File: src/rtl/chain_pkg.sv
package chain_pkg;
  localparam int NODE_ID_W   = 3;
  localparam int FRAME_SLOTS = NODE_ID_W + 2;

  function automatic logic even_ones_bit(input logic [NODE_ID_W-1:0] v);
    return ~(^v);
  endfunction
endpackage

File: src/rtl/chain_tx.sv
module chain_tx
  import chain_pkg::*;
#(
  parameter int BIT_CLKS    = 16,
  parameter int TX_INTERVAL = 20000
) (
  input  logic                 clk,
  input  logic                 rst_n,
  input  logic [NODE_ID_W-1:0] id_now,
  output logic                 ser_out
);
  localparam int IW = $clog2(TX_INTERVAL);
  localparam int BW = $clog2(BIT_CLKS);
  localparam int SW = $clog2(FRAME_SLOTS);

  logic [IW-1:0]          int_cnt;
  logic [BW-1:0]          bit_cnt;
  logic [SW-1:0]          slot;
  logic [FRAME_SLOTS-1:0] shreg;
  logic                   busy;
  logic                   go;

  assign go = (int_cnt == IW'(TX_INTERVAL - 1));

  always_ff @(posedge clk) begin
    if (!rst_n) begin
      int_cnt <= '0;
    end else if (go) begin
      int_cnt <= '0;
    end else begin
      int_cnt <= int_cnt + IW'(1);
    end
  end

  always_ff @(posedge clk) begin
    if (!rst_n) begin
      busy    <= 1'b0;
      bit_cnt <= '0;
      slot    <= '0;
      shreg   <= '1;
      ser_out <= 1'b1;
    end else if (go && !busy) begin
      busy    <= 1'b1;
      bit_cnt <= '0;
      slot    <= '0;
      shreg   <= {even_ones_bit(id_now), id_now, 1'b0};
      ser_out <= 1'b0;
    end else if (busy) begin
      if (bit_cnt == BW'(BIT_CLKS - 1)) begin
        bit_cnt <= '0;
        if (slot == SW'(FRAME_SLOTS - 1)) begin
          busy    <= 1'b0;
          ser_out <= 1'b1;
        end else begin
          slot    <= slot + SW'(1);
          ser_out <= shreg[1];
          shreg   <= {1'b1, shreg[FRAME_SLOTS-1:1]};
        end
      end else begin
        bit_cnt <= bit_cnt + BW'(1);
      end
    end
  end

  assert_start_low_R2: assert property (@(posedge clk) disable iff (!rst_n)
    (go && !busy) |=> !ser_out);
endmodule

File: src/rtl/chain_rx.sv
module chain_rx
  import chain_pkg::*;
#(
  parameter int BIT_CLKS = 16
) (
  input  logic                 clk,
  input  logic                 rst_n,
  input  logic                 din,
  output logic                 frame_ok,
  output logic [NODE_ID_W-1:0] frame_id
);
  localparam int BW   = $clog2(BIT_CLKS);
  localparam int SW   = $clog2(FRAME_SLOTS);
  localparam int HALF = BIT_CLKS / 2;

  typedef enum logic {RX_WAIT, RX_RUN} rx_state_e;

  rx_state_e            state;
  logic                 din_q;
  logic [BW-1:0]        cnt;
  logic [SW-1:0]        slot;
  logic [NODE_ID_W-1:0] data;
  logic                 sample;

  assign sample = (slot == '0) ? (cnt == BW'(HALF - 1)) : (cnt == BW'(BIT_CLKS - 1));

  always_ff @(posedge clk) begin
    if (!rst_n) begin
      state    <= RX_WAIT;
      din_q    <= 1'b1;
      cnt      <= '0;
      slot     <= '0;
      data     <= '0;
      frame_ok <= 1'b0;
      frame_id <= '0;
    end else begin
      din_q    <= din;
      frame_ok <= 1'b0;
      case (state)
        RX_WAIT: begin
          if (din_q && !din) begin
            state <= RX_RUN;
            cnt   <= '0;
            slot  <= '0;
          end
        end
        RX_RUN: begin
          if (!sample) begin
            cnt <= cnt + BW'(1);
          end else begin
            cnt <= '0;
            if (slot == '0) begin
              if (din) state <= RX_WAIT;
              else     slot  <= slot + SW'(1);
            end else if (slot == SW'(FRAME_SLOTS - 1)) begin
              state <= RX_WAIT;
              if (din == even_ones_bit(data)) begin
                frame_ok <= 1'b1;
                frame_id <= data;
              end
            end else begin
              data <= {din, data[NODE_ID_W-1:1]};
              slot <= slot + SW'(1);
            end
          end
        end
        default: state <= RX_WAIT;
      endcase
    end
  end
endmodule

File: src/rtl/chain_silence.sv
module chain_silence #(
  parameter int SILENCE_CLKS = 400000000
) (
  input  logic clk,
  input  logic rst_n,
  input  logic din,
  output logic expire
);
  localparam int CW = $clog2(SILENCE_CLKS + 1);

  logic [CW-1:0] cnt;

  always_ff @(posedge clk) begin
    if (!rst_n) begin
      cnt    <= '0;
      expire <= 1'b0;
    end else begin
      expire <= 1'b0;
      if (!din) begin
        cnt <= '0;
      end else if (cnt != CW'(SILENCE_CLKS)) begin
        cnt <= cnt + CW'(1);
        if (cnt == CW'(SILENCE_CLKS - 1)) expire <= 1'b1;
      end
    end
  end

  assert_expire_on_high_R8: assert property (@(posedge clk) disable iff (!rst_n)
    expire |-> $past(din));
endmodule

File: src/rtl/chain_id_assigner.sv
module chain_id_assigner
  import chain_pkg::*;
#(
  parameter int BIT_CLKS     = 16,
  parameter int TX_INTERVAL  = 20000,
  parameter int SILENCE_CLKS = 400000000
) (
  input  logic                 clk,
  input  logic                 rst_n,
  input  logic [NODE_ID_W-1:0] strap_id,
  input  logic                 chain_dis_n,
  input  logic                 ser_in,
  output logic                 ser_out,
  output logic [NODE_ID_W-1:0] node_id
);
  logic [1:0]           sync_q;
  logic                 din;
  logic                 rx_ok;
  logic [NODE_ID_W-1:0] rx_id;
  logic                 expire;

  always_ff @(posedge clk) begin
    if (!rst_n) sync_q <= 2'b11;
    else        sync_q <= {sync_q[0], ser_in};
  end
  assign din = sync_q[1];

  chain_tx #(.BIT_CLKS(BIT_CLKS), .TX_INTERVAL(TX_INTERVAL)) u_tx (
    .clk(clk), .rst_n(rst_n), .id_now(node_id), .ser_out(ser_out));

  chain_rx #(.BIT_CLKS(BIT_CLKS)) u_rx (
    .clk(clk), .rst_n(rst_n), .din(din), .frame_ok(rx_ok), .frame_id(rx_id));

  chain_silence #(.SILENCE_CLKS(SILENCE_CLKS)) u_sil (
    .clk(clk), .rst_n(rst_n), .din(din), .expire(expire));

  always_ff @(posedge clk) begin
    if (!rst_n) begin
      node_id <= strap_id;
    end else if (chain_dis_n) begin
      if (rx_ok)       node_id <= rx_id + NODE_ID_W'(1);
      else if (expire) node_id <= '0;
    end
  end

  assert_strap_load_R1: assert property (@(posedge clk) disable iff (!rst_n)
    $rose(rst_n) |-> node_id == $past(strap_id));
  assert_frozen_R9: assert property (@(posedge clk) disable iff (!rst_n)
    !chain_dis_n |=> $stable(node_id));
  assert_plus_one_R5: assert property (@(posedge clk) disable iff (!rst_n)
    (chain_dis_n && rx_ok) |=> node_id == NODE_ID_W'($past(rx_id) + NODE_ID_W'(1)));
  assert_timeout_clear_R8: assert property (@(posedge clk) disable iff (!rst_n)
    (chain_dis_n && expire && !rx_ok) |=> node_id == '0);
endmodule

File: config.mk
export PLATFORM = sky130hd
export DESIGN_NAME = chain_id_assigner
export DESIGN_NICKNAME = d
export VERILOG_FILES = /design/src/rtl/chain_pkg.sv /design/src/rtl/chain_tx.sv /design/src/rtl/chain_rx.sv /design/src/rtl/chain_silence.sv /design/src/rtl/chain_id_assigner.sv
export SDC_FILE = /design/constraint.sdc
export NUM_CORES = 1
export LEC_CHECK = 0
export CAP_MARGIN = 25
export CORE_MARGIN = 10
export CORE_UTILIZATION = 35
export DETAILED_ROUTE_END_ITERATION = 16
export GPL_TIMING_DRIVEN = 1
export PLACE_DENSITY_LB_ADDON = 0.15
export SYNTH_ARGS = -nofsm -noshare
export SYNTH_HDL_FRONTEND = slang
export SYNTH_SLANG_ARGS = --single-unit
File: constraint.sdc
create_clock -name clk -period 3.05 [get_ports clk]
set_input_delay 0.61 -clock clk [delete_from_list [all_inputs] [get_ports clk]]
set_output_delay 0.61 -clock clk [all_outputs]
set_load 0.01 [all_outputs]
[Word level (Yosys, flattened, before mapping)]
Index checks and enable logic that the tools add are counted.
Widths: inputs -> output; s select.
Storage, ports and cells
  bits in registers: 80
  output and inout port bits: 4
  logic and storage cells: 104
  bits of input ports: 7
Cells by class
  add/subtract/negate cells: 7
  muxes and demuxes: 35
  reductions and logical operators: 21
  bitwise operators: 8
  equal/unequal tests: 16
Operators by type and width (number)
  $add 29x1->29 const B: 1
  $eq 29x29->1 const B: 1
  $ne 29x29->1 const B: 1
  $mux 3: 9
  $mux 5: 4
  $mux 1: 16
  $add 15x1->15 const B: 1
  $eq 15x15->1 const B: 1
  $mux 4: 3
  $add 3x1->3 const B: 3
  $reduce_and 3->1: 3
  $add 4x1->4 const B: 2
  $eq 4x4->1 const B: 2
  $not 1->1: 8
  $pmux 4 s2: 1
  $reduce_and 4->1: 2
  $eq 3x3->1 const B: 2
  $ne 2x1->1 const B: 3
  $ne 3x3->1 const B: 2
  $pmux 3 s2: 1
  $reduce_and 2->1: 3
  $reduce_xor 3->1: 2
  $reduce_and 5->1: 1
  $reduce_or 5->1: 1
  10 further kinds: 14

[Depth between registers and ports, before layout]
Gate-level depths: netlist (run 1).
  depth in word-level cells: 5
  depth in mapped cells: 8
  mapped depth without buffers: 7

[By module]
Synthesis (run 1) repeated with hierarchy kept, for this count alone.
Second synthesis, totals
  cell total of the unflattened synthesis: 415
  area, all modules: 3792.4 um2
Modules (own cells, without submodules)
  chain_silence: seq. area each 600.6 um2, area an instance 1456.4 um2, cells an instance 161, instances 1
  chain_tx: seq. area each 560.5 um2, area an instance 1305.0 um2, cells an instance 143, instances 1
  chain_rx: seq. area each 320.3 um2, area an instance 798.3 um2, cells an instance 90, instances 1
  chain_id_assigner: seq. area each 130.1 um2, area an instance 232.7 um2, cells an instance 21, instances 1

[Worst setup path before layout (run 1)]
Ideal clock, no wire load.
  path type: flip-flop to flip-flop
  start point: register u_sil.cnt[17]
  end point: register u_sil.cnt[10]
  path buffers: 1
  cell stages (with the launch flop): 7
  data required time: 2929 ps
  clock period less this slack: 2064 ps
  arrival time: 1943 ps
  library setup time: 121 ps
  slack: 986 ps
  cells stage by stage: dfxtp_1 nand4_1 or4b_1 or4_1 buf_2 nor2b_4 mux2_4
On the way
  cells in the longest elaborated chain, start to end: 1
Ends and longest elaborated chain
  start, declared: line chain_silence.sv:11  | logic [CW-1:0] cnt;
  start signal, assigned: line chain_silence.sv:22  | cnt <= cnt + CW'(1);
  $ne 29x29->1: line chain_silence.sv:21  | end else if (cnt != CW'(SILENCE_CLKS)) begin
Every way passes these cells.
A chain may end at the register's enable or synchronous reset.

[Final worst setup path (run 1)]
Ends and elaborated chain as after synthesis.

==> metrics.md, run 1 <==
| Metric | Value |
|---|---|
| Slew Limit Fails | `0` |
| Sequential share of the synthesized area | `between 40% and 50%` |
| Core Util, Final | `between 30% and 40%` |
| Global route overflow | `0` |
| Num rows | `37` |
| Vias per cell | `slightly below 5` |
| Layout cell share with drive strength beyond 1 | `around 7.0%` |
| Crit path DAT | `2.49 ns` |
| Initial antenna violation count | `0` |
| Crit path from | `u_sil.cnt[17]$_SDFFE_PN0P_` |
| Main synth FF type | `dfxtp_1` |
| Maximum operating frequency | `about 440 MHz` |
| Worst-Skew Late Latency | `0.34 ns` |
| WL met2 | `3280 µm` |
| Psw | `0.434 mW` |
| Syn nets | `about 430` |
| GRT Util Overall | `between 10% and 20%` |
| Initial Util | `between 30% and 40%` |
| Wl on met1 | `around 3400 µm` |
| Final GP Congestion | `0.760` |
| Clk_skew | `just over 0.009 ns` |
| Synth unique cells | `~50` |
| Die height | `~120 µm` |
| Total negative slack | `0 ns` |
| Endpoints failing setup | `0` |
| Die Width | `roughly 120 µm` |
| Gate power share | `~4%` |
| Outcome | `completed` |
| Critical Path End Type | `register` |
| CTS resizes | `0` |
| Final period util | `about three quarters` |
| Htree depth | `3` |
| Fin nets | `around 440` |
| Number of synthesized flops with an enable pin | `3` |
| Critical path type | `register to register` |
| Routed Antenna Nets | `0` |
| P_int | `1.45 mW` |
| DRC | `0` |
| Worst slew pin tran | `approximately 0.93 ns` |
| Required time worst endpoint | `roughly 3.3 ns` |
| # clock sinks | `between 70 and 80` |
| Die area | `around 0.015 mm²` |
| Reg2Reg Launch Point | `u_sil.cnt[17]$_SDFFE_PN0P_` |
| Max IR drop VDD | `approximately 0.00023 V` |
| Diode count | `0` |
| CTS max path bufs | `2` |
| Via count | `~2700` |
| Port Buffers | `10` |
| Hold buffer count at CTS | `0` |
| PD cells | `roughly 460 mW/mm²` |
| CTS tree | `built` |
| Rel. slew slack | `between 30% and 40%` |
| CTS clock-pin slew for the worst setup and hold paths | `approximately 0.080 ns` |
| Cells after Synth | `410` |
| Initial DRC Count | `115` |
| FF+latch count, synth | `just under 80` |
| FF+latch area | `about 0.0016 mm²` |
| Sw frac | `23.0%` |
| Vias in the first global route | `approximately 2700` |
| Yosys warning count | `0` |
| Hold Vio Cnt, Final | `0` |
| Register share of total power | `roughly 56%` |
| Critical path peak fanout | `7` |
| Max-cap violations | `0` |
| Routed len/inst | `12.4 µm` |
| Min Tclk post-route | `2.26 ns` |
| Uppermost layer routed | `met4` |
| Number of CTS-inserted buffers | `9` |
| CP Launch Type | `register` |
| Ports | `11` |
| Root Buffer | `clkbuf_8` |
| Clk pwr share | `between 30% and 40%` |
| Hold/Removal Path Class | `register to register` |
| Layout area overhead | `12.1%` |
| Post-Syn Area | `approximately 0.0036 mm²` |
| Post-Syn Area per Cell | `8.87 µm²` |
| RSZ-0062 raised after global routing | `no` |
| Postcts setup bufs | `0` |
| Leakage | `roughly 1.5 nW` |
| Multi-input logic area | `between 0.0015 and 0.002 mm²` |
| Drt first pass iters | `4` |
| Met3 routed WL | `roughly 230 µm` |
| CORE AREA | `0.0102 mm²` |
| Largest net degree at the start of global routing | `30` |
| Fillers | `1020` |
| Commonest non-fill, non-tap cell in the layout | `dfxtp_1` |
| Synth async-reset ratio | `0%` |
| Min-delay src | `sync_q[0]$_SDFF_PN1_` |
| Most frequent cells in the layout | `dfxtp_1 (76), nor2_1 (54), nand2_1 (44)` |
| First-pass GRT wire length | `12400 µm` |
| Total Wirelength | `roughly 7000 µm` |
| Dpl hpwl | `between 4000 and 5000 µm` |
worst max-delay path: stages (launching register included):
cell and delay (ns):
dfxtp_1 0.45, nand4_1 0.12, or4b_1 0.48, or4_1 0.63
nor2b_4 0.19, mux2_4 0.28
kinds of logic (layout without fill, tap and decap cells):
| logic type | count (synthesis) | after routing | synth area share (%) |
|---|---|---|---|
| AOI/OAI and AO/OA | 43 | 43 | 7.16 |
| xor gates and xnor gates | 42 | 42 | 10.1 |
| adders and majority gates | 10 | 10 | 3.44 |
| buffers and inverters | 26 | 43 | 2.72 |
| DFF | 79 | 79 | 44.3 |
| muxes | 18 | 18 | 5.26 |
| and+or+nand+nor | 192 | 192 | 27.0 |
path summary, 6_finish.rpt:
check,endpoint,slack (ns),cells after the start
worst max-delay path,u_sil.cnt[10]$_SDFFE_PN0P_,0.79,5
worst min-delay path,sync_q[1]$_SDFF_PN1_,0.41,1
worst max register to register,u_sil.cnt[10]$_SDFFE_PN0P_,0.79,5
worst min register to register,sync_q[1]$_SDFF_PN1_,0.41,1
per-stage QoR:
stage / hold WS (ns) / area (µm²) / cells / power, mW / setup WS (ns)
global route: 0.452 / 4080 / 563 / 1.97 / 0.589
global placement: 0.391 / 3890 / 547 / 1.16 / 0.855
floorplan: 0.386 / 3640 / 410 / 1.13 / 0.986
finish: 0.412 / 4080 / 563 / 1.89 / 0.789
detailed placement: 0.396 / 3890 / 547 / 1.17 / 0.820
CTS: 0.415 / 4080 / 563 / 1.93 / 0.794
layout make-up:
class / count / area share (%)
Multi-Input combinational cell: 305 / 47.2
Sequential cell: 79 / 39.5
Tap cell: 136 / 4.17
Timing Repair Buffer: 15 / 3.38
Clock buffer: 9 / 3.04
Clock inverter: 7 / 1.56
Inverter: 12 / 1.10
cell usage after synthesis, types with 6 or more instances:
cell       n  area share [%]
nand3_1   23             3.2
nand2_1   44             4.5
mux2i_1   12             3.3
clkbuf_1  13             1.3
nand4_1   13             2.2
ha_1      10             3.4
dfxtp_1   76              42
xnor2_1   12             2.9
a21oi_1   15             2.1
inv_1     12             1.2
or3_1      6             1.0
and2_1     6             1.0
nor2_1    54             5.6
xor2_1    30             7.2
and3_1     8             1.4
o21ai_0   12             1.7
registers in the layout, summed over array words and instances, names as in the netlist, 2 cells and up:
name	cells
node_id	3
sync_q	2
u_rx.cnt	4
u_rx.data	3
u_rx.frame_id	3
u_rx.slot	3
u_sil.cnt	29
u_tx.bit_cnt	4
u_tx.int_cnt	15
u_tx.shreg	4
u_tx.slot	3
layer usage:
layer / vias up / GRT usage, %
li1: 1430 / -
met1: 1260 / 12.2
met2: 32 / 16.6
met3: 9 / 2.73
met4: 0 / 4.02
met5: - / 0
power by group through the flow:
stage	sequential (mW)	clock (mW)	combinational (mW)
final	1.06	0.749	0.0755
after global routing	1.07	0.821	0.0866
after CTS	1.06	0.789	0.0776
after detailed placement	1.09	0	0.0773
after global placement	1.09	0	0.0762
after floorplan	1.09	0	0.0486
No activity file was read; power rests on OpenSTA's default activity.
==> run 2, diff against run 1 <==
==> constraint.sdc (replaced) <==
create_clock -name clk -period 2.3 [get_ports clk]
set_input_delay 0.46 -clock clk [delete_from_list [all_inputs] [get_ports clk]]
set_output_delay 0.46 -clock clk [all_outputs]
set_load 0.01 [all_outputs]
==> run 2 against run 1 <==
Compared with the run above:
- via count is 2.1% higher
- hold slack lost 0.00093 ns
- combinational power increased by 38%
- routed wire length grew 1.1%
- global-route usage about the same
- sequential power increased by 33%
- maximum frequency increased by 10%
- cell count rose by 1.2%
- register-to-register slack got worse by 0.54 ns
- total power rose by 46%
- critical path type unchanged
- largest power group unchanged
==> metrics.md, run 2 (synthesized netlist as in run 1, its figures left out) <==
| Metric | Value |
|---|---|
| Slew Limit Fails | `0 (unchanged)` |
| Ports | `11 (unchanged)` |
| Layout area overhead | `15.0% (was 12.1%)` |
| Hold/Removal Path Class | `register to register (unchanged)` |
| Via count | `2789 (was 2731)` |
| Critical path peak fanout | `3 (was 7)` |
| Vias in the first global route | `2676 (was 2695)` |
| Final GP Congestion | `0.787 (was 0.760)` |
| Commonest non-fill, non-tap cell in the layout | `dfxtp_1 (unchanged)` |
| Clk_skew | `0.0131 ns (was 0.00916 ns)` |
| Die height | `122 µm (unchanged)` |
| Leakage | `1.54 nW (was 1.49 nW)` |
| Hold Vio Cnt, Final | `0 (unchanged)` |
| Outcome | `completed (unchanged)` |
| Biggest regs | `u_sil.cnt (29), u_tx.int_cnt (15) (unchanged)` |
| # clock sinks | `79 (unchanged)` |
| PD cells | `659 mW/mm² (was 463 mW/mm²)` |
| DRC | `0 (unchanged)` |
| Max reg flops | `29 (unchanged)` |
| CTS max path bufs | `2 (unchanged)` |
| Critical Path End Type | `register (unchanged)` |
| Rel. slew slack | `61.5% (was 37.7%)` |
| Initial DRC Count | `103 (was 115)` |
| Dpl hpwl | `5040 µm (was 4890 µm)` |
| Top delay family on crit path | `simple AND/OR/NAND/NOR gates (unchanged)` |
| Min Tclk post-route | `2.05 ns (was 2.26 ns)` |
| Largest net degree at the start of global routing | `29 (was 30)` |
| CTS clock-pin slew for the worst setup and hold paths | `0.08 ns (about the same)` |
| First-pass GRT wire length | `12300 µm (was 12400 µm)` |
| Critical path buffers and inverters | `0 (unchanged)` |
| Register with the most flip-flops | `u_sil.cnt (unchanged)` |
| Fin nets | `446 (was 439)` |
| Met1 Resource Use GR | `12.6% (was 12.2%)` |
| Die area | `0.0149 mm² (unchanged)` |
| Num rows | `37 (unchanged)` |
| Port Buffers | `10 (unchanged)` |
| Met2 Resource Use GR | `15.9% (was 16.6%)` |
| Routed len/inst | `12.4 µm (about the same)` |
| Drt first pass iters | `4 (unchanged)` |
| CP max stage cell | `or4b_1 (was or4_1)` |
| Htree depth | `3 (unchanged)` |
| Max IR drop VDD | `0.000448 V (was 0.000228 V)` |
| Die Width | `122 µm (unchanged)` |
| Total Wirelength | `7080 µm (was 7000 µm)` |
| CORE AREA | `0.0102 mm² (unchanged)` |
| Hold Worst Slack | `0.411 ns (was 0.412 ns)` |
| Endpoints failing setup | `0 (unchanged)` |
| Routed Antenna Nets | `0 (unchanged)` |
| Maximum operating frequency | `488 MHz (was 442 MHz)` |
| CTS tree | `built (unchanged)` |
| Hold buffer count at CTS | `0 (unchanged)` |
| Number of CTS-inserted buffers | `9 (unchanged)` |
| Initial Util | `35.5% (unchanged)` |
| Diode count | `0 (unchanged)` |
| GRT Util Overall | `10.0% (was 10.1%)` |
| Crit-path cells | `nand2_1, or4b_1, or4_1, nor2b_4, mux2_4 (was nand4_1, or4b_1, or4_1, nor2b_4, mux2_4)` |
| Initial antenna violation count | `0 (unchanged)` |
| Global route overflow | `0 (unchanged)` |
| CP max stage delay | `0.51 ns (was 0.63 ns)` |
| Vias per cell | `4.89 (was 4.85)` |
| Final period util | `89.0% (was 74.1%)` |
| Gr busiest metal | `met2 (unchanged)` |
| Required time worst endpoint | `2.54 ns (was 3.28 ns)` |
| Total negative slack | `0 ns (unchanged)` |
| M3 GR Usage | `2.87% (was 2.73%)` |
| Most frequent cells in the layout | `dfxtp_1 (76), nor2_1 (54), nand2_1 (44) (unchanged)` |
| Worst-Skew Late Latency | `0.35 ns (was 0.34 ns)` |
| Max-cap violations | `0 (unchanged)` |
| Layout cell share with drive strength beyond 1 | `8.53% (was 7.03%)` |
| Worst slew pin tran | `0.572 ns (was 0.927 ns)` |
| Crit path DAT | `2.28 ns (was 2.49 ns)` |
| Total Power | `2.75 mW (was 1.89 mW)` |
| RSZ-0062 raised after global routing | `no (unchanged)` |
| Root Buffer | `clkbuf_8 (unchanged)` |
| CP Launch Type | `register (unchanged)` |
| Critical path type | `register to register (unchanged)` |
-- run 2: cell types whose count changed in the layout (fill, tap and decap cells not counted) --
cell / delta
buf_4: +7
bufinv_16: +2
clkbuf_1: +2
clkinv_1: -2
clkinv_2: -2
a2111oi_0: -1
a2111oi_1: +1
clkinv_4: -1
inv_6: +1
-- run 2: worst paths after layout --
kind         slack [ns]                        from  cells past startpoint                    endpoint
min                0.41        sync_q[0]$_SDFF_PN1_                      1        sync_q[1]$_SDFF_PN1_
min reg2reg        0.41        sync_q[0]$_SDFF_PN1_                      1        sync_q[1]$_SDFF_PN1_
max                0.25  u_sil.cnt[15]$_SDFFE_PN0P_                      5  u_sil.cnt[10]$_SDFFE_PN0P_
max reg2reg        0.25  u_sil.cnt[15]$_SDFFE_PN0P_                      5  u_sil.cnt[10]$_SDFFE_PN0P_
-- run 2: report_power, final --
group          switching [mW]  total (mW)  leakage [nW]  internal (mW)
Sequential             0.0189        1.41         0.643           1.39
Combinational          0.0585       0.104         0.786         0.0455
Clock                   0.512        1.24         0.114          0.726
Total                   0.590        2.75          1.54           2.16
-- run 2: repair_timing --
item,in CTS,in global routing
endpoints found under the setup margin,0,1
setup buffers,0,0
gates resized for setup,0,1
-- run 2: final cells by class --
class	count	area, µm²
Fill cell	1030	6050
Multi-Input combinational cell	305	1930
Sequential cell	79	1610
Timing Repair Buffer	22	190
Tap cell	136	170
Clock buffer	11	131
Clock inverter	5	106
Inverter	12	45.0
-- run 2: per-layer routing --
metal  wire length [µm]  part of all wire [%]  vias to the layer above
li1                   -                     -                     1456
met4                 83                   1.2                        0
met5                  0                     0                        -
met2               3220                    45                       29
met1               3570                    50                     1297
met3                205                   2.9                        7
-- run 2: through the flow --
step / cells / setup WS, ns / instance area, µm² / util (%)
after floorplan: 410 / 0.236 / 3640 / -
after global placement: 554 / 0.263 / 3940 / 38.5
after detailed placement: 554 / 0.186 / 3940 / 38.5
after CTS: 570 / 0.160 / 4180 / 40.9
after global routing: 570 / 0.0168 / 4180 / 40.9
final: 570 / 0.253 / 4180 / 40.9
